### src/rtl/wf_steer_pkg.sv
package wf_steer_pkg;
  localparam int unsigned STATE_W = 2;

  typedef enum logic [STATE_W-1:0] {
    ST_SEARCH = 2'b00,
    ST_PIVOT  = 2'b01,
    ST_HUG    = 2'b10,
    ST_DRIFT  = 2'b11
  } steer_state_e;

  typedef struct packed {
    logic fwd;
    logic turn_l;
    logic turn_r;
  } steer_cmd_t;
endpackage

### src/rtl/wf_next_state.sv
module wf_next_state
  import wf_steer_pkg::*;
(
  input  steer_state_e state_i,
  input  logic         feel_l_i,
  input  logic         feel_r_i,
  output steer_state_e state_nxt_o
);
  always_comb begin
    unique case (state_i)
      ST_SEARCH: state_nxt_o = (feel_l_i || feel_r_i) ? ST_PIVOT : ST_SEARCH;
      ST_PIVOT: begin
        if (feel_l_i)      state_nxt_o = ST_PIVOT;
        else if (feel_r_i) state_nxt_o = ST_HUG;
        else               state_nxt_o = ST_DRIFT;
      end
      ST_HUG: begin
        if (feel_l_i)      state_nxt_o = ST_PIVOT;
        else if (feel_r_i) state_nxt_o = ST_HUG;
        else               state_nxt_o = ST_DRIFT;
      end
      ST_DRIFT:  state_nxt_o = feel_r_i ? ST_HUG : ST_DRIFT;  // left ignored
      default:   state_nxt_o = ST_SEARCH;
    endcase
  end
endmodule

### src/rtl/wf_act_decode.sv
module wf_act_decode
  import wf_steer_pkg::*;
(
  input  steer_state_e state_i,
  output steer_cmd_t   cmd_o
);
  always_comb begin
    cmd_o = '{fwd: 1'b1, turn_l: 1'b0, turn_r: 1'b0};
    case (state_i)
      ST_PIVOT: cmd_o = '{fwd: 1'b0, turn_l: 1'b1, turn_r: 1'b0};
      ST_HUG:   cmd_o = '{fwd: 1'b1, turn_l: 1'b1, turn_r: 1'b0};
      ST_DRIFT: cmd_o = '{fwd: 1'b1, turn_l: 1'b0, turn_r: 1'b1};
      default:  cmd_o = '{fwd: 1'b1, turn_l: 1'b0, turn_r: 1'b0};
    endcase
  end
endmodule

### src/rtl/wf_steer_ctrl.sv
module wf_steer_ctrl
  import wf_steer_pkg::*;
(
  input  logic clk_i,
  input  logic rst_ni,
  input  logic feel_l_i,
  input  logic feel_r_i,
  output logic fwd_o,
  output logic turn_l_o,
  output logic turn_r_o
);
  steer_state_e state_q, state_d;
  steer_cmd_t   cmd;

  wf_next_state u_nxt (
    .state_i    (state_q),
    .feel_l_i   (feel_l_i),
    .feel_r_i   (feel_r_i),
    .state_nxt_o(state_d)
  );

  always_ff @(posedge clk_i or negedge rst_ni) begin
    if (!rst_ni) state_q <= ST_SEARCH;
    else         state_q <= state_d;
  end

  wf_act_decode u_dec (
    .state_i(state_q),
    .cmd_o  (cmd)
  );

  assign fwd_o    = cmd.fwd;
  assign turn_l_o = cmd.turn_l;
  assign turn_r_o = cmd.turn_r;

  AST_TURN_EXCL: assert property (@(posedge clk_i) disable iff (!rst_ni)
    !(turn_l_o && turn_r_o));
  AST_SEARCH_HOLD: assert property (@(posedge clk_i) disable iff (!rst_ni)
    (state_q == ST_SEARCH && !feel_l_i && !feel_r_i) |=> (fwd_o && !turn_l_o && !turn_r_o));
  AST_SEARCH_HIT: assert property (@(posedge clk_i) disable iff (!rst_ni)
    (state_q == ST_SEARCH && (feel_l_i || feel_r_i)) |=> (!fwd_o && turn_l_o));
  AST_PIVOT_HOLD: assert property (@(posedge clk_i) disable iff (!rst_ni)
    (state_q == ST_PIVOT && feel_l_i) |=> (!fwd_o && turn_l_o && !turn_r_o));
  AST_HUG_CLEAR: assert property (@(posedge clk_i) disable iff (!rst_ni)
    (state_q == ST_HUG && !feel_l_i && !feel_r_i) |=> (fwd_o && turn_r_o));
  AST_DRIFT_HIT: assert property (@(posedge clk_i) disable iff (!rst_ni)
    (state_q == ST_DRIFT && feel_r_i) |=> (fwd_o && turn_l_o && !turn_r_o));
endmodule

### config.mk
export PLATFORM = sky130hd
export DESIGN_NAME = wf_steer_ctrl
export DESIGN_NICKNAME = d
export VERILOG_FILES = /design/src/rtl/wf_steer_pkg.sv /design/src/rtl/wf_next_state.sv /design/src/rtl/wf_act_decode.sv /design/src/rtl/wf_steer_ctrl.sv
export SDC_FILE = /design/constraint.sdc
export NUM_CORES = 1
export LEC_CHECK = 0
export BUFFER_PORTS_ARGS = -buffer_cell sky130_fd_sc_hd__buf_2
export CAP_MARGIN = 20
export CORE_AREA = 2 2 39 41
export DETAILED_ROUTE_END_ITERATION = 8
export DIE_AREA = 0 0 41 43
export SLEW_MARGIN = 10
export SYNTH_ARGS = -nofsm -noshare
export SYNTH_HDL_FRONTEND = slang
export SYNTH_SLANG_ARGS = --single-unit
### constraint.sdc
create_clock -name clk_i -period 1.7 [get_ports clk_i]
set_clock_uncertainty 0.15 [all_clocks]
set_input_delay 0.17 -clock clk_i [delete_from_list [all_inputs] [get_ports clk_i]]
set_output_delay 0.17 -clock clk_i [all_outputs]
set_load 0.005 [all_outputs]
==> summary by stage <==
Outcome
The flow ran to the end, and the final reports show no timing, DRC or antenna violations.

Pwr
The worst-case IR drop observed on VDD is 0.232 mV. The analysis attributes to cell leakage a power of 0.127 nW. Power spread over the standard cell area amounts to 1660 nW/um2.

Final layout
The register with the most flip-flops in the layout has 2 of them. For this run, the post-layout net count is 36. The largest registers in the layout are state_q x2. Compared with the post-synthesis result, the final layout area differs by 51.6%.

The register bank with the most flops is state_q. The non-filler instance count after layout is 42. The share of cells above drive strength 1 is 0.385. The antenna cell count is 0.

The count of filler cells inserted in the layout is 166.

Placed design
At the end of routability-driven placement, the weighted congestion stood at 0.535. The count of buffers added on input and output ports is 6. The worst slack after detailed placement is 0.352 ns. The detailed-placement wirelength estimate is 240 um. The cell count after placement is 38.

Timing
The highest clock frequency the design can meet is 687 MHz. The setup TNS is 0 ns. The total count of hold-check failures in the final report is 0. The number of pins exceeding their max-slew limit in the final report came to 0. The final worst-path cycle share is 0.857. The number of setup violations in the final report is 0. Headroom to the max-slew limit came out at 0.841. The worst path meets setup with 0.244 ns of slack. The shortest clock period the worst path allows after layout is 1.46 ns. Setup repair after global routing left no endpoint under its margin. The slew at the pin closest to its max-slew limit is 0.238 ns.

Yosys
The share of flip-flops with an asynchronous set or reset after synthesis is 1.00. The unique cell type count in the Yosys netlist is 9. The mapped cell area is 160 um2. By area the synthesized netlist is led by dfrtp_1 31%, ha_1 31%, a311oi_2 9.4%. The cell count after synthesis came out at 16. The share of the Yosys chip area taken by registers is 0.313.

Sorting the synthesized cells by how often they occur yields 4 x ha_1, 4 x inv_1, 2 x dfrtp_1. The leading area contributor after synthesis is dfrtp_1. When the netlist entered floorplanning its net count stood at 24.

The number of synthesized flops with an enable pin is 0. The most used flip-flop cell after synthesis is dfrtp_1. Dividing the synthesized area by the synthesized cell count gives 10.0 um2. The share of synthesized area in the top cell type comes to 0.313.

The flip-flop and latch count after synthesis is 2. For this run, the number of Yosys warnings is 0.

Clock network
The number of buffers on the longest clock path is 2. After clock tree synthesis, the clock-pin slew on the worst setup and hold paths is 0.03 ns. Clock tree synthesis found a total of 2 sinks. The number of H-tree branching levels is 1. The root buffer cell chosen for the clock tree is clkbuf_4. The clock tree from TritonCTS is done. The number of setup buffers added after CTS is 0. Counting the buffers created by CTS gives 3.

For the worst-skew pair, the clock arrives at the later sink with an insertion delay of 0.23 ns.

Floorplan
The number of rows created at floorplan is 14. The overall die width is 41 um. The core footprint is 1380 um2. In this run the vertical extent of the chip is 43 um. For this configuration, the core starts out at a cell density of 0.116. The die footprint is 1760 um2. In this run the count of I/O pins placed on the die edge is 7.

Detailed routing
The final route contains 154 vias. For this run, the detailed router's first-pass iteration total came to 2. In the routed design, unresolved DRC markers number 0. The detailed router's first-iteration violation count is 3. The wire length per cell is 7.17 um.

The wire length reported by the detailed router is 301 um. The detail route stage leaves a number of antenna-violating nets equal to 0. The number of vias per cell is 3.67.

Global route
The number of antenna violations at the first check in global routing was 0. The number of global-route vias before repair is 153. The first global-routing pass estimated 558 um of wire.

The overall track demand over capacity in global routing is 0.0612. Global routing finished with a remaining overflow of 0. The pin count of the biggest net entering global routing is 5.

Setup path
The largest single stage delay on the critical path is 0.38 ns. The class of the most critical setup path is reg -> out. Walking the worst path, the cells encountered are inv_1 > ha_1 > buf_2. The critical path data required time is 1.38 ns. STA puts the critical path data arrival time at 1.14 ns. The number of buffer and inverter stages on the critical path is 2.

The largest individual stage delay along the critical path comes from the cell dfrtp_1. The kind of cell with the highest combined delay along the critical path is flip-flops. The kind of capture point of the worst setup path is an output pin.

The startpoint type of the worst setup path is a flop. The maximum fanout encountered on the critical timing path is 4.

Flow run
Across the run, the number of max-cap violations was 0.

Hold path
The class of the tightest hold or removal check is in -> reg.
## path summary, 6_finish.rpt
check                            from    endpoint  slack, ns  cells past startpoint
max                        state_q[0]    turn_l_o       0.24                      3
min                          feel_r_i  state_q[0]       0.03                      2
max reg2reg                state_q[0]  state_q[1]       0.35                      4
min reg2reg                state_q[1]  state_q[1]       0.55                      2
max in group asynchronous      rst_ni  state_q[1]       1.19                      2
min in group asynchronous      rst_ni  state_q[0]       0.11                      2
## metal layers
| metal | vias up | global-route usage | part of all wire |
|---|---|---|---|
| li1 | 72 | - | - |
| met4 | 0 | 0.120 | 0 |
| met5 | - | 0 | 0 |
| met2 | 4 | 0.0750 | 0.67 |
| met3 | 0 | 0.0471 | 0.047 |
| met1 | 78 | 0.0321 | 0.28 |
## power breakdown
group / leakage (nW) / internal, mW / switching [mW]
combinational: 0.0881 / 0.107 / 0.0992
clock: 0.0138 / 0.0779 / 0.0279
sequential: 0.0247 / 0.0699 / 0.0198
## through the flow
stage	utilization	total power, mW	hold WS (ns)	area, um2
finish	0.175	0.402	0.0288	243
global placement	0.152	0.295	-0.194	210
CTS	0.175	0.414	0.0169	243
detailed placement	0.152	0.300	-0.195	210
floorplan	-	0.234	-0.276	160
global route	0.175	0.454	0.0386	243
## repair_timing
action | CTS | global route
hold buffers | 1 | 0
endpoints found under the hold margin | 2 | 0
gates resized for setup | 0 | 0
## layout make-up
cell class / count / area, um2 / share of cell area
flip-flops and latches: 2 / 50.0 / 0.206
clock buffers: 3 / 22.5 / 0.0928
inverters: 4 / 15.0 / 0.0619
well taps: 16 / 20.0 / 0.0825
repair buffers: 7 / 40.0 / 0.165
multi-input cells: 10 / 95.1 / 0.392
## worst reg2reg max path: stages, from the launching register on
cell and delay, ns:
dfrtp_1 0.38, inv_1 0.06, ha_1 0.33, nor2b_1 0.14, o21a_1 0.16
## cells by family after synthesis
kind of cell	count (synthesis)	synth area share
simple gates	4	0.141
flops	2	0.313
fa+ha+maj	4	0.313
compound gates	2	0.141
buf+inv	4	0.0937
## layout by cell type, fill, tap and decap left out, drive strengths merged
master	n
dlygate4sd3	1
dfrtp	2
buf	6
nor2b	1
inv	4
nor3b	1
nor3	1
a311oi	1
ha	4
o21a	1
clkbuf	3
nand2	1
No activity file was read; power rests on OpenSTA's default activity.
